<file path="config.mk">
export PLATFORM = sky130hd
export DESIGN_NAME = s2m_desc_dma
export DESIGN_NICKNAME = d
export VERILOG_FILES = /design/src/rtl/s2m_dma_pkg.sv /design/src/rtl/s2m_beat_hold.sv /design/src/rtl/s2m_irq_raw.sv /design/src/rtl/s2m_desc_dma.sv
export SDC_FILE = /design/constraint.sdc
export NUM_CORES = 1
export LEC_CHECK = 0
export BUFFER_PORTS_ARGS = -buffer_cell sky130_fd_sc_hd__buf_2
export CORE_UTILIZATION = 60
export CTS_BUF_LIST = sky130_fd_sc_hd__clkbuf_4 sky130_fd_sc_hd__clkbuf_8
export DETAILED_ROUTE_END_ITERATION = 10
export HOLD_SLACK_MARGIN = 0.03
export PLACE_DENSITY = 0.85
export SYNTH_ARGS = -nofsm -noshare
export SYNTH_HDL_FRONTEND = slang
export SYNTH_SLANG_ARGS = --single-unit
</file>
<file path="constraint.sdc">
create_clock -name clk -period 10.2 [get_ports clk]
set_clock_uncertainty 0.1 [all_clocks]
set_input_delay 0.51 -clock clk [delete_from_list [all_inputs] [get_ports clk]]
set_output_delay 0.51 -clock clk [all_outputs]
set_load 0.01 [all_outputs]
</file>
<file path="src/rtl/s2m_dma_pkg.sv">
// Shared definitions for the stream-to-memory descriptor engine.
package s2m_dma_pkg;
    typedef enum logic [2:0] {
        ST_IDLE,
        ST_FETCH,
        ST_WAIT,
        ST_WRITE,
        ST_WB_END,
        ST_WB_FLAGS
    } s2m_state_e;

    // Bit positions inside the descriptor flags word.
    localparam int FLAG_LAST   = 0;
    localparam int FLAG_IRQ    = 1;
    localparam int FLAG_PKTEND = 2;

    // Word offsets of descriptor fields (in words).
    localparam logic [1:0] W_LINK  = 2'd0;
    localparam logic [1:0] W_START = 2'd1;
    localparam logic [1:0] W_END   = 2'd2;
    localparam logic [1:0] W_FLAGS = 2'd3;
endpackage

</file>
<file path="src/rtl/s2m_beat_hold.sv">
// Holding register for one input beat. Bytes leave from the low lane one at a
// time; the remaining count and the packet-end flag survive descriptor changes.
// Assumes load and pop never happen in the same cycle.
module s2m_beat_hold #(
    parameter int BEAT_BYTES = 4,
    localparam int CW = $clog2(BEAT_BYTES + 1)
) (
    input  logic                    clk,
    input  logic                    rst_n,
    input  logic                    load,
    input  logic [8*BEAT_BYTES-1:0] beat_data,
    input  logic [CW-1:0]           beat_count,
    input  logic                    beat_eop,
    input  logic                    pop,
    input  logic                    eop_clr,
    output logic [7:0]              head_byte,
    output logic [CW-1:0]           remaining,
    output logic                    eop_pending
);
    logic [8*BEAT_BYTES-1:0] data_q;

    // Capture a beat, or shift out one byte / retire the packet end.
    always_ff @(posedge clk) begin
        if (!rst_n) begin
            data_q      <= '0;
            remaining   <= '0;
            eop_pending <= 1'b0;
        end else if (load) begin
            data_q      <= beat_data;
            remaining   <= beat_count;
            eop_pending <= beat_eop;
        end else begin
            if (pop) begin
                data_q    <= data_q >> 8;
                remaining <= remaining - 1'b1;
            end
            if (eop_clr) begin
                eop_pending <= 1'b0;
            end
        end
    end

    assign head_byte = data_q[7:0];
endmodule

</file>
<file path="src/rtl/s2m_irq_raw.sv">
// Raw interrupt bits. A close ORs in its bits; the event pulse fires only when
// that close raised a bit that was clear. Set wins over a same-cycle clear.
module s2m_irq_raw (
    input  logic       clk,
    input  logic       rst_n,
    input  logic       set_en,
    input  logic [3:0] set_bits,
    input  logic [3:0] clr_bits,
    output logic [3:0] raw,
    output logic       event_pulse
);
    logic [3:0] add_bits;
    assign add_bits = set_en ? set_bits : 4'h0;

    // Update raw bits and flag newly raised ones.
    always_ff @(posedge clk) begin
        if (!rst_n) begin
            raw         <= 4'h0;
            event_pulse <= 1'b0;
        end else begin
            raw         <= (raw & ~clr_bits) | add_bits;
            event_pulse <= |(add_bits & ~raw);
        end
    end
endmodule

</file>
<file path="src/rtl/s2m_desc_dma.sv">
// Stream-to-memory descriptor DMA channel. Fetches four-word descriptors,
// writes stream bytes into each buffer, closes on full or packet end, writes
// back end address and flags, then follows the link or stops on last-in-list.
// Assumes AW <= 32, word-aligned descriptors, and a memory that holds each
// request until it raises mem_ack for one cycle.
module s2m_desc_dma
    import s2m_dma_pkg::*;
#(
    parameter int AW = 32,
    parameter int BEAT_BYTES = 4,
    localparam int CW = $clog2(BEAT_BYTES + 1)
) (
    input  logic                    clk,
    input  logic                    rst_n,
    input  logic                    start,
    input  logic [AW-1:0]           start_desc,
    input  logic                    in_valid,
    output logic                    in_ready,
    input  logic [8*BEAT_BYTES-1:0] in_data,
    input  logic [CW-1:0]           in_count,
    input  logic                    in_eop,
    output logic                    mem_req,
    output logic                    mem_we,
    output logic [AW-1:0]           mem_addr,
    output logic [31:0]             mem_wdata,
    output logic [3:0]              mem_wstrb,
    input  logic                    mem_ack,
    input  logic [31:0]             mem_rdata,
    input  logic [3:0]              intr_clr,
    output logic [3:0]              raw_intr,
    output logic                    intr_event,
    output logic                    list_end
);
    s2m_state_e    state_q;
    logic [AW-1:0] desc_q, link_q, end_q, ptr_q;
    logic [2:0]    flags_q;
    logic [1:0]    widx_q;
    logic          close_eop_q;

    logic [7:0]    head_byte;
    logic [CW-1:0] remaining;
    logic          eop_pending;

    logic buf_full, beat_empty, do_byte, load, pop, close_now, close_eop, irq_set;
    logic [3:0] irq_bits;

    assign buf_full   = (ptr_q == end_q);
    assign beat_empty = (remaining == '0);
    assign in_ready   = (state_q == ST_WAIT);
    assign load       = in_valid && in_ready;
    assign do_byte    = (state_q == ST_WRITE) && !buf_full && !beat_empty;
    assign pop        = do_byte && mem_ack;
    assign close_now  = (state_q == ST_WRITE) && (buf_full || (beat_empty && eop_pending));
    assign close_eop  = eop_pending && beat_empty;
    assign irq_set    = (state_q == ST_WB_FLAGS) && mem_ack;
    assign irq_bits   = {close_eop_q, 1'b0, flags_q[FLAG_IRQ], flags_q[FLAG_IRQ]};

    // Drive the memory port from the current state.
    always_comb begin
        mem_req   = 1'b0;
        mem_we    = 1'b0;
        mem_addr  = '0;
        mem_wdata = 32'h0;
        mem_wstrb = 4'h0;
        case (state_q)
            ST_FETCH: begin
                mem_req  = 1'b1;
                mem_addr = desc_q + {{(AW-4){1'b0}}, widx_q, 2'b00};
            end
            ST_WRITE: begin
                mem_req   = do_byte;
                mem_we    = 1'b1;
                mem_addr  = ptr_q;
                mem_wdata = {4{head_byte}};
                mem_wstrb = 4'b0001 << ptr_q[1:0];
            end
            ST_WB_END: begin
                mem_req   = 1'b1;
                mem_we    = 1'b1;
                mem_addr  = desc_q + {{(AW-4){1'b0}}, W_END, 2'b00};
                mem_wdata = 32'(ptr_q);
                mem_wstrb = 4'hF;
            end
            ST_WB_FLAGS: begin
                mem_req   = 1'b1;
                mem_we    = 1'b1;
                mem_addr  = desc_q + {{(AW-4){1'b0}}, W_FLAGS, 2'b00};
                mem_wdata = 32'({flags_q[FLAG_PKTEND] | close_eop_q, flags_q[1:0]});
                mem_wstrb = 4'hF;
            end
            default: ;
        endcase
    end

    // Channel sequencing: fetch, accept, write, close, write back, advance.
    always_ff @(posedge clk) begin
        if (!rst_n) begin
            state_q     <= ST_IDLE;
            desc_q      <= '0;
            link_q      <= '0;
            end_q       <= '0;
            ptr_q       <= '0;
            flags_q     <= '0;
            widx_q      <= '0;
            close_eop_q <= 1'b0;
            list_end    <= 1'b0;
        end else begin
            case (state_q)
                ST_IDLE: if (start) begin
                    desc_q   <= start_desc;
                    widx_q   <= '0;
                    list_end <= 1'b0;
                    state_q  <= ST_FETCH;
                end
                ST_FETCH: if (mem_ack) begin
                    case (widx_q)
                        W_LINK:  link_q  <= mem_rdata[AW-1:0];
                        W_START: ptr_q   <= mem_rdata[AW-1:0];
                        W_END:   end_q   <= mem_rdata[AW-1:0];
                        default: flags_q <= mem_rdata[2:0];
                    endcase
                    widx_q <= widx_q + 1'b1;
                    if (widx_q == W_FLAGS) state_q <= ST_WRITE;
                end
                ST_WAIT: if (load) state_q <= ST_WRITE;
                ST_WRITE: begin
                    if (close_now) begin
                        close_eop_q <= close_eop;
                        state_q     <= ST_WB_END;
                    end else if (beat_empty) begin
                        state_q <= ST_WAIT;
                    end else if (pop) begin
                        ptr_q <= ptr_q + 1'b1;
                    end
                end
                ST_WB_END: if (mem_ack) state_q <= ST_WB_FLAGS;
                ST_WB_FLAGS: if (mem_ack) begin
                    if (flags_q[FLAG_LAST]) begin
                        list_end <= 1'b1;
                        state_q  <= ST_IDLE;
                    end else begin
                        desc_q  <= link_q;
                        widx_q  <= '0;
                        state_q <= ST_FETCH;
                    end
                end
                default: state_q <= ST_IDLE;
            endcase
        end
    end

    s2m_beat_hold #(.BEAT_BYTES(BEAT_BYTES)) u_hold (
        .clk         (clk),
        .rst_n       (rst_n),
        .load        (load),
        .beat_data   (in_data),
        .beat_count  (in_count),
        .beat_eop    (in_eop),
        .pop         (pop),
        .eop_clr     (close_now && close_eop),
        .head_byte   (head_byte),
        .remaining   (remaining),
        .eop_pending (eop_pending)
    );

    s2m_irq_raw u_irq (
        .clk         (clk),
        .rst_n       (rst_n),
        .set_en      (irq_set),
        .set_bits    (irq_bits),
        .clr_bits    (intr_clr),
        .raw         (raw_intr),
        .event_pulse (intr_event)
    );
endmodule

</file>
==> results.ini, run 1 <==
[placement]
io_buffers=185
dp_hpwl_mm=26.37
place_congestion=0.9571

[sta]
min_period_ns=5.855
rsz0062_at_grt=false
max_freq_ghz=0.1708
tightest_slew_ns=1.219
final_max_slew_viol_count=0
post-route-period-util_pct=57.41
final_hold_viol_count=0
tns_ns=0
maxSlewHeadroom_pct=18.55
hold_ws_ns=0.07056
finalSetupViolCount=0

[routing]
drc=0
routedWlPerCell_um=21.81
first_pass_iters=6
dr_total_vias=11650
routed_wl_mm=37.82
drt_iter0_markers=1775
ant_nets=0
avgViaCountPerCell=6.721

[global_routing]
grt_max_degree=107
grt_pass1_wl_mm=58.22
track_usage_pct=42.14
grtUsageMet1_pct=56.24
antenna_found_initial=1
use_met2_pct=63.24
grt.busiest_layer=met2
grt_overflow=0
grt_pass1_vias=10290
grt_util_met3_pct=11.04

[cts]
ctsResizeCount=0
clockBufferDepth=2
cts_sinks=179
hold_buffers=0
root_buffer=clkbuf_8
numCtsBuffers=17
path_clk_slew_ns=0.11
worstSkewPairLatency_ns=0.48
h-tree-depth=4
cts_setup_buffers=0
tritoncts=built

[layout]
layout-drive-gt1-share_pct=17.31
multi_input_area_um2=6236
seq_area_um2=3583
area_growth_pct=11.44
fillers=1490
antenna_cells=0
nets=1624

[yosys]
synth_cell_types=79
yosysTopAreaCell=dfxtp_1
synth_nets=1534
synth-edff-count=0
synth_commonest_cells=nand2_1 (317), dfxtp_1 (179), a21oi_1 (149)
ys.flop_type=dfxtp_1
synth_seq_cells=179
yosysMostFrequentCell=nand2_1
ys_async_sr_fraction_pct=0
syn-instance-count=1411
ys_seq_area_share_pct=34.30
synthTopCellsByArea=dfxtp_1 (34%), nand2_1 (11%), a21oi_1 (7.1%)
avgSynthCellArea_um2=7.404
yosysTopAreaCellShare_pct=34.30
synth.cell_area_um2=10450
ys_warn_count=0

[floorplan]
die_area_um2=17940
fp.dieH_um=134.0
ioPinCount=186
start_util_pct=62.12
coreArea_um2=16820
die_w_um=134.0
placementRows=47

[worst_hold_path]
hold_path.class=input port to flip-flop

[power_and_ir_drop]
p_leak_uw=0.004678
vdd_drop_max_mv=0.1072
p_per_area_nw_per_um2=142.4

[flow_run]
cap_violations=0

[critical_path]
cp_max_fo=34
start_kind=flip-flop
critical_path.endpoint_type=primary output
crit_type=flip-flop to primary output
cp.arrival_ns=5.25
critPathRequiredTime_ns=9.59

[run_status]
outcome=finished clean

==> critical path, stage by stage, from the launching register on <==
cell,delay (ns)
dfxtp_1,0.78
inv_2,0.21
nor2_1,0.23
nand2_1,0.68
nand2_1,0.27
ha_1,0.19
inv_1,0.05
fa_1,0.48
nor4_1,0.87
nand2_1,0.15
xnor2_1,0.17
a22oi_1,0.26
o21ai_0,0.20
buf_2,0.21
==> sequential cells by signal (all words and copies together) (netlist names), 2 cells and up <==
register,flops
u_hold.data_q,32
state_q,3
flags_q,3
u_irq.raw,4
end_q,32
desc_q,32
widx_q,2
link_q,32
ptr_q,32
u_hold.remaining,3
==> logic make-up after synthesis <==
kind of cell,Yosys count,share of synthesized area (%)
AO/OA/AOI/OAI,417,25.78
XOR/XNOR,53,4.443
adder cells (fa/ha/maj),14,1.749
buffers and inverters,154,6.323
flip-flops,179,34.30
multiplexers,27,2.587
AND/OR/NAND/NOR,567,24.81
==> report_power, final <==
group / switching (uW) / internal [uW] / total, uW / leakage, uW
registers: 73.7 / 742 / 816 / 0.00145
clock network: 299 / 220 / 519 / 0.000216
logic: 208 / 116 / 324 / 0.00301
==> area by class of cell <==
cell class | instances | share of cell area [%]
flip-flops and latches | 179 | 30.78
clock buffers | 19 | 2.246
well taps | 220 | 2.364
clock inverters | 13 | 1.333
repair buffers | 199 | 8.855
inverters | 26 | 0.8598
multi-input cells | 1078 | 53.56
==> placed cells by master (no fill, tap or decap), drive strengths merged, types with 7 or more instances in the layout <==
cell / n
nor4: 17
xnor2: 14
buf: 199
clkbuf: 19
a31oi: 18
dfxtp: 179
a2bb2oi: 9
a22o: 20
a21oi: 149
nand4: 29
xor2: 39
a22oi: 19
and2: 7
inv: 32
a311oi: 33
ha: 13
a221o: 7
o22ai: 12
a32o: 12
nor2: 97
o32ai: 10
nand2: 318
nand3: 32
nor3: 23
o21ai: 87
and3: 10
mux2i: 27
==> stage by stage <==
stage,setup slack [ns],std cells,total power [uW],instance area (um^2),util [%]
2_1_floorplan,6.536,1411,1021,10450,-
3_3_place_gp,5.155,1702,1132,11230,66.75
3_5_place_dp,5.042,1702,1140,11230,66.75
4_1_cts,4.502,1734,1643,11640,69.22
5_1_grt,4.129,1734,1716,11640,69.22
6_report,4.345,1734,1658,11640,69.22
==> per-layer routing <==
layer | up-vias | wire, um | part of all wire [%]
met2 | 880 | 16170 | 43
met3 | 154 | 5137 | 14
li1 | 5225 | - | -
met4 | 0 | 2082 | 5.5
met5 | - | 0 | 0
met1 | 5395 | 14430 | 38
==> path summary, 6_finish.rpt <==
| kind | startpoint | endpoint | slack (ns) | depth (start not counted) |
|---|---|---|---|---|
| worst min register to register | link_q[4] | link_q[4] | 0.36 | 2 |
| worst max register to register | ptr_q[22] | ptr_q[0] | 5.69 | 6 |
| worst max-delay path | state_q[2] | mem_addr[26] | 4.34 | 13 |
| worst min-delay path | intr_clr[2] | u_irq.raw[2] | 0.07 | 2 |
Power figures use the tool's default switching activity.
==> run 2, diff against run 1 <==
--- a/config.mk
+++ b/config.mk
@@ -6,11 +6,11 @@
 export NUM_CORES = 1
 export LEC_CHECK = 0
 export BUFFER_PORTS_ARGS = -buffer_cell sky130_fd_sc_hd__buf_2
-export CORE_UTILIZATION = 60
+export CORE_UTILIZATION = 53
 export CTS_BUF_LIST = sky130_fd_sc_hd__clkbuf_4 sky130_fd_sc_hd__clkbuf_8
 export DETAILED_ROUTE_END_ITERATION = 10
 export HOLD_SLACK_MARGIN = 0.03
-export PLACE_DENSITY = 0.85
+export PLACE_DENSITY = 0.79
 export SYNTH_ARGS = -nofsm -noshare
 export SYNTH_HDL_FRONTEND = slang
 export SYNTH_SLANG_ARGS = --single-unit
==> constraint.sdc (replaced) <==
create_clock -name clk -period 5.36 [get_ports clk]
set_clock_uncertainty 0.1 [all_clocks]
set_input_delay 0.268 -clock clk [delete_from_list [all_inputs] [get_ports clk]]
set_output_delay 0.268 -clock clk [all_outputs]
set_load 0.01 [all_outputs]
==> run 2 against run 1 <==
  * Clock power up 95%
  * Register-to-register slack got worse by 4.0 ns
  * Core utilization shrank 2.0 points
  * Combinational power increased by 110%
  * Non-clock buffer count grew 108
  * Die area increased by 13%
  * Largest cell class unchanged
  * Sequential power grew 90%
  * Count of clock-buffer cells in the layout shrank 2
  * Critical endpoint unchanged
  * Via count is 3.6% higher
  * Sequential share of layout area decreased by 2.8 points
  * Total power is 96% higher
  * Global-route usage shrank 1.5 points
==> results.ini, run 2 (synthesis results as in run 1) <==
[critical_path]
critPathRequiredTime_ns=4.99
critPathTopFamily=simple AND/OR/NAND/NOR gates
crit_type=flip-flop to primary output
max_stage_delay_ns=0.81
crit_chain=inv_2, nor2_1, nand2_1, buf_4, nand2_1, ha_1, inv_1, fa_1, nor4_1, nand2_1, xnor2_1, a22oi_1, o21ai_0, buf_2
cp_num_buf_inv=4
critical_path.endpoint_type=primary output
crit_slowest_cell=dfxtp_1
start_kind=flip-flop
cp_common_cell=nand2_1
cp_max_fo=34
cp.arrival_ns=4.72

[cts]
numCtsBuffers=17
ctsResizeCount=0
path_clk_slew_ns=0.10
tritoncts=built
h-tree-depth=4
clockBufferDepth=2
hold_buffers=106
cts_setup_buffers=0
root_buffer=clkbuf_8
worstSkewPairLatency_ns=0.49
cts_sinks=179

[floorplan]
die_w_um=142.4
coreArea_um2=19020
die_area_um2=20280
start_util_pct=54.93
placementRows=50
fp.dieH_um=142.4
ioPinCount=186

[sta]
final_hold_viol_count=0
rsz0062_at_grt=false
post-route-period-util_pct=94.97
min_period_ns=5.091
finalSetupViolCount=0
max_freq_ghz=0.1964
maxSlewHeadroom_pct=22.58
final_max_slew_viol_count=0
tightest_slew_ns=1.158
hold_ws_ns=0.1704
tns_ns=0

[global_routing]
grt_overflow=0
grt_pass1_vias=11240
grt_max_degree=88
track_usage_pct=40.66
grt_pass1_wl_mm=62.11
antenna_found_initial=1

[routing]
drt_iter0_markers=1399
dr_total_vias=12070
routed_wl_mm=41.36
ant_nets=0
first_pass_iters=9
avgViaCountPerCell=6.413
drc=0
routedWlPerCell_um=21.98

[layout]
layout-drive-gt1-share_pct=16.28
fillers=1631
area_growth_pct=22.41
final_cell_mix=nand2_1 (317), buf_2 (185), dfxtp_1 (179)
final_common_cell=nand2_1
nets=1732
antenna_cells=0

[flow_run]
cap_violations=0

[placement]
dp_hpwl_mm=26.83
place_congestion=0.9710
io_buffers=185

[power_and_ir_drop]
p_leak_uw=0.005123
vdd_drop_max_mv=0.1847
p_per_area_nw_per_um2=254.4

[worst_hold_path]
hold_path.class=input port to flip-flop

[run_status]
outcome=finished clean

[run 2: final cells by class]
cell class	count	area, um^2	share of cell area [%]
multi-input combinational	1078	6236	48.76
timing repair buffer	307	2120	16.57
clock buffer	17	234.0	1.830
tap	260	325.3	2.544
clock inverter	15	190.2	1.487
inverter	26	100.1	0.7827
sequential	179	3583	28.02
[run 2: worst paths after layout]
kind	start	to	slack, ns	depth (start not counted)
max	state_q[2]	mem_addr[26]	0.27	14
min	start	list_end	0.17	4
max reg2reg	state_q[0]	link_q[29]	1.70	8
min reg2reg	link_q[24]	link_q[24]	0.36	2
[run 2: layer usage]
layer  share of wire (%)  global-route usage [%]
met2                  43                   62.02
met4                 7.7                   28.75
met1                  37                   49.63
met3                  12                   10.87
met5               0.031                       0
[run 2: worst reg2reg max path, stage by stage (launching register included)]
cell and delay (ns):
dfxtp_1 0.36, buf_4 0.32, clkinv_1 0.32, nor2_2 0.74, and3_1 0.47, and2_1 0.75
buf_4 0.32, nand2_1 0.07, a21oi_1 0.15
[run 2: power breakdown]
| part | internal (uW) | switching, uW | total [uW] | leakage, uW |
|---|---|---|---|---|
| clock network | 399 | 607 | 1010 | 0.000203 |
| registers | 1410 | 141 | 1550 | 0.00145 |
| logic | 273 | 421 | 694 | 0.00347 |
[run 2: through the flow]
stage	util (%)	instance area [um^2]	power, uW	setup slack, ns	cells
floorplan	-	10450	1942	1.938	1411
global placement	59.43	11300	2164	1.073	1744
detailed placement	59.43	11300	2176	0.9171	1744
CTS	67.24	12790	3202	0.3793	1882
global route	67.24	12790	3376	0.004053	1882
finish	67.24	12790	3254	0.2695	1882
==> run 3, diff against run 2 <==
--- a/config.mk
+++ b/config.mk
@@ -6,11 +6,11 @@
 export NUM_CORES = 1
 export LEC_CHECK = 0
 export BUFFER_PORTS_ARGS = -buffer_cell sky130_fd_sc_hd__buf_2
-export CORE_UTILIZATION = 53
+export CORE_UTILIZATION = 50
 export CTS_BUF_LIST = sky130_fd_sc_hd__clkbuf_4 sky130_fd_sc_hd__clkbuf_8
 export DETAILED_ROUTE_END_ITERATION = 10
 export HOLD_SLACK_MARGIN = 0.03
-export PLACE_DENSITY = 0.79
+export PLACE_DENSITY_LB_ADDON = 0.15
 export SYNTH_ARGS = -nofsm -noshare
 export SYNTH_HDL_FRONTEND = slang
 export SYNTH_SLANG_ARGS = --single-unit
==> run 3 against run 2 <==
  * Combinational power decreased by 2%
  * Largest power group unchanged
  * First-iteration DRC count increased by 1.5%
  * Wire length decreased by 2.4%
  * Non-clock buffer count increased by 1
  * Setup slack gained 0.24 ns
  * Clock power shrank 5%
  * Sequential cell count did not move
  * Sequential power about the same
  * Critical endpoint is now mem_addr[18]
  * Die area increased by 5.9%
  * The run now ends with design-rule violations left
  * Cell area about the same
  * Final cell count is 0.58% higher
==> results.ini, run 3 (synthesis results as in run 1) <==
[critical_path]
cp.arrival_ns=4.49
crit_chain=inv_2, nor2_1, nand2_1, buf_4, nand2_1, ha_1, inv_1, fa_1, nor3_1, nand2_1, xnor2_1, a22oi_1, o21ai_0, buf_2
cp_num_buf_inv=4
crit_type=flip-flop to primary output
cp_max_fo=34
crit_path_start=state_q[2]
max_stage_delay_ns=0.81
critPathTopFamily=simple AND/OR/NAND/NOR gates
crit_slowest_cell=dfxtp_1
cp_common_cell=nand2_1
start_kind=flip-flop
reg2reg_from=state_q[0]
critPathRequiredTime_ns=4.99
critical_path.endpoint_type=primary output

[run_status]
outcome=finished with violations
violations=design-rule violations

[routing]
routedWlPerCell_um=21.32
ant_nets=0
first_pass_iters=8
dr_total_vias=11690
avgViaCountPerCell=6.175
drt_iter0_markers=1420
routed_wl_mm=40.35
drc=1

[placement]
io_buffers=185
dp_hpwl_mm=27.26
place_congestion=0.9568

[sta]
final_max_slew_viol_count=0
final_hold_viol_count=0
finalSetupViolCount=0
rsz0062_at_grt=false
tns_ns=0
maxSlewHeadroom_pct=17.70
max_freq_ghz=0.2060
tightest_slew_ns=1.234
post-route-period-util_pct=90.55
min_period_ns=4.854

[cts]
path_clk_slew_ns=0.10
worstSkewPairLatency_ns=0.49
tritoncts=built
clockBufferDepth=2
h-tree-depth=4
cts_setup_buffers=0
numCtsBuffers=17
cts_sinks=179
ctsResizeCount=0
root_buffer=clkbuf_8

[global_routing]
grt_pass1_vias=10370
grt_max_degree=96
grt_overflow=0
grt_pass1_wl_mm=60.61
track_usage_pct=36.97
antenna_found_initial=0

[layout]
fillers=1839
area_growth_pct=22.31
antenna_cells=0
final_common_cell=nand2_1
nets=1733
final_cell_mix=nand2_1 (316), buf_2 (185), dfxtp_1 (179)
layout-drive-gt1-share_pct=16.45

[power_and_ir_drop]
p_per_area_nw_per_um2=249.0
finalPower_uw=3182
p_leak_uw=0.005129
vdd_drop_max_mv=0.1552

[floorplan]
fp.dieH_um=146.6
start_util_pct=51.30
die_w_um=146.6
placementRows=52
die_area_um2=21480
coreArea_um2=20360
ioPinCount=186

[flow_run]
cap_violations=0

[worst_hold_path]
min_from=start_desc[0]
hold_path.class=input port to flip-flop

## run 3: cell types whose count changed in the layout (fill, tap and decap cells not counted), moves of 2 or more
| cell | before | now |
|---|---|---|
| inv_8 | 3 | 6 |
| clkinv_8 | 4 | 2 |
| buf_4 | 15 | 17 |
| inv_6 | 2 | 5 |
| clkinvlp_4 | 3 | 0 |
## run 3: where the power goes
part | switching (uW) | internal [uW] | total [uW]
clock network | 595 | 360 | 955
registers | 134 | 1410 | 1550
logic | 409 | 271 | 679
total | 1140 | 2040 | 3180
## run 3: path summary, 6_finish.rpt
kind,to,slack [ns],cells past startpoint
worst max-delay path,mem_addr[18],0.51,14
worst min-delay path,desc_q[0],0.05,3
worst max register to register,link_q[8],1.74,7
worst min register to register,link_q[2],0.36,2
## run 3: metal layers
metal	wire (um)	GRT usage [%]	vias to the layer above
met3	4307	8.063	109
met2	17700	56.12	698
li1	-	-	5446
met4	1710	16.41	0
met1	16640	50.18	5436
met5	0	0	-
## run 3: stage by stage
stage	area [um^2]	setup slack, ns	cells	utilization, %	hold WS (ns)
after floorplan	10450	1.938	1411	-	0.2441
after global placement	11330	1.218	1756	55.65	0.3320
after detailed placement	11330	1.205	1756	55.65	0.3339
after CTS	12780	0.6189	1893	62.75	0.04631
after global routing	12780	0.3270	1893	62.75	0.04722
final	12780	0.5063	1893	62.75	0.05024
## run 3: repair_timing
item	in CTS	in global routing
hold buffers	105	0
setup endpoints to repair	0	0
hold endpoints to repair	140	0
## run 3: worst register-to-register path: cells and delay by family (launching register included)
kind	cells	cell delay [ns]
simple gates	4	2.31
buf+inv	2	0.62
flops	1	0.33
compound gates	1	0.16
## run 3: final cells by class
type | count | area (um^2) | share of cell area (%)
multi-input combinational | 1078 | 6238 | 48.82
sequential | 179 | 3583 | 28.04
timing repair buffer | 308 | 2125 | 16.63
tap | 270 | 337.8 | 2.644
clock buffer | 18 | 241.5 | 1.890
clock inverter | 14 | 152.6 | 1.195
inverter | 26 | 100.1 | 0.7833
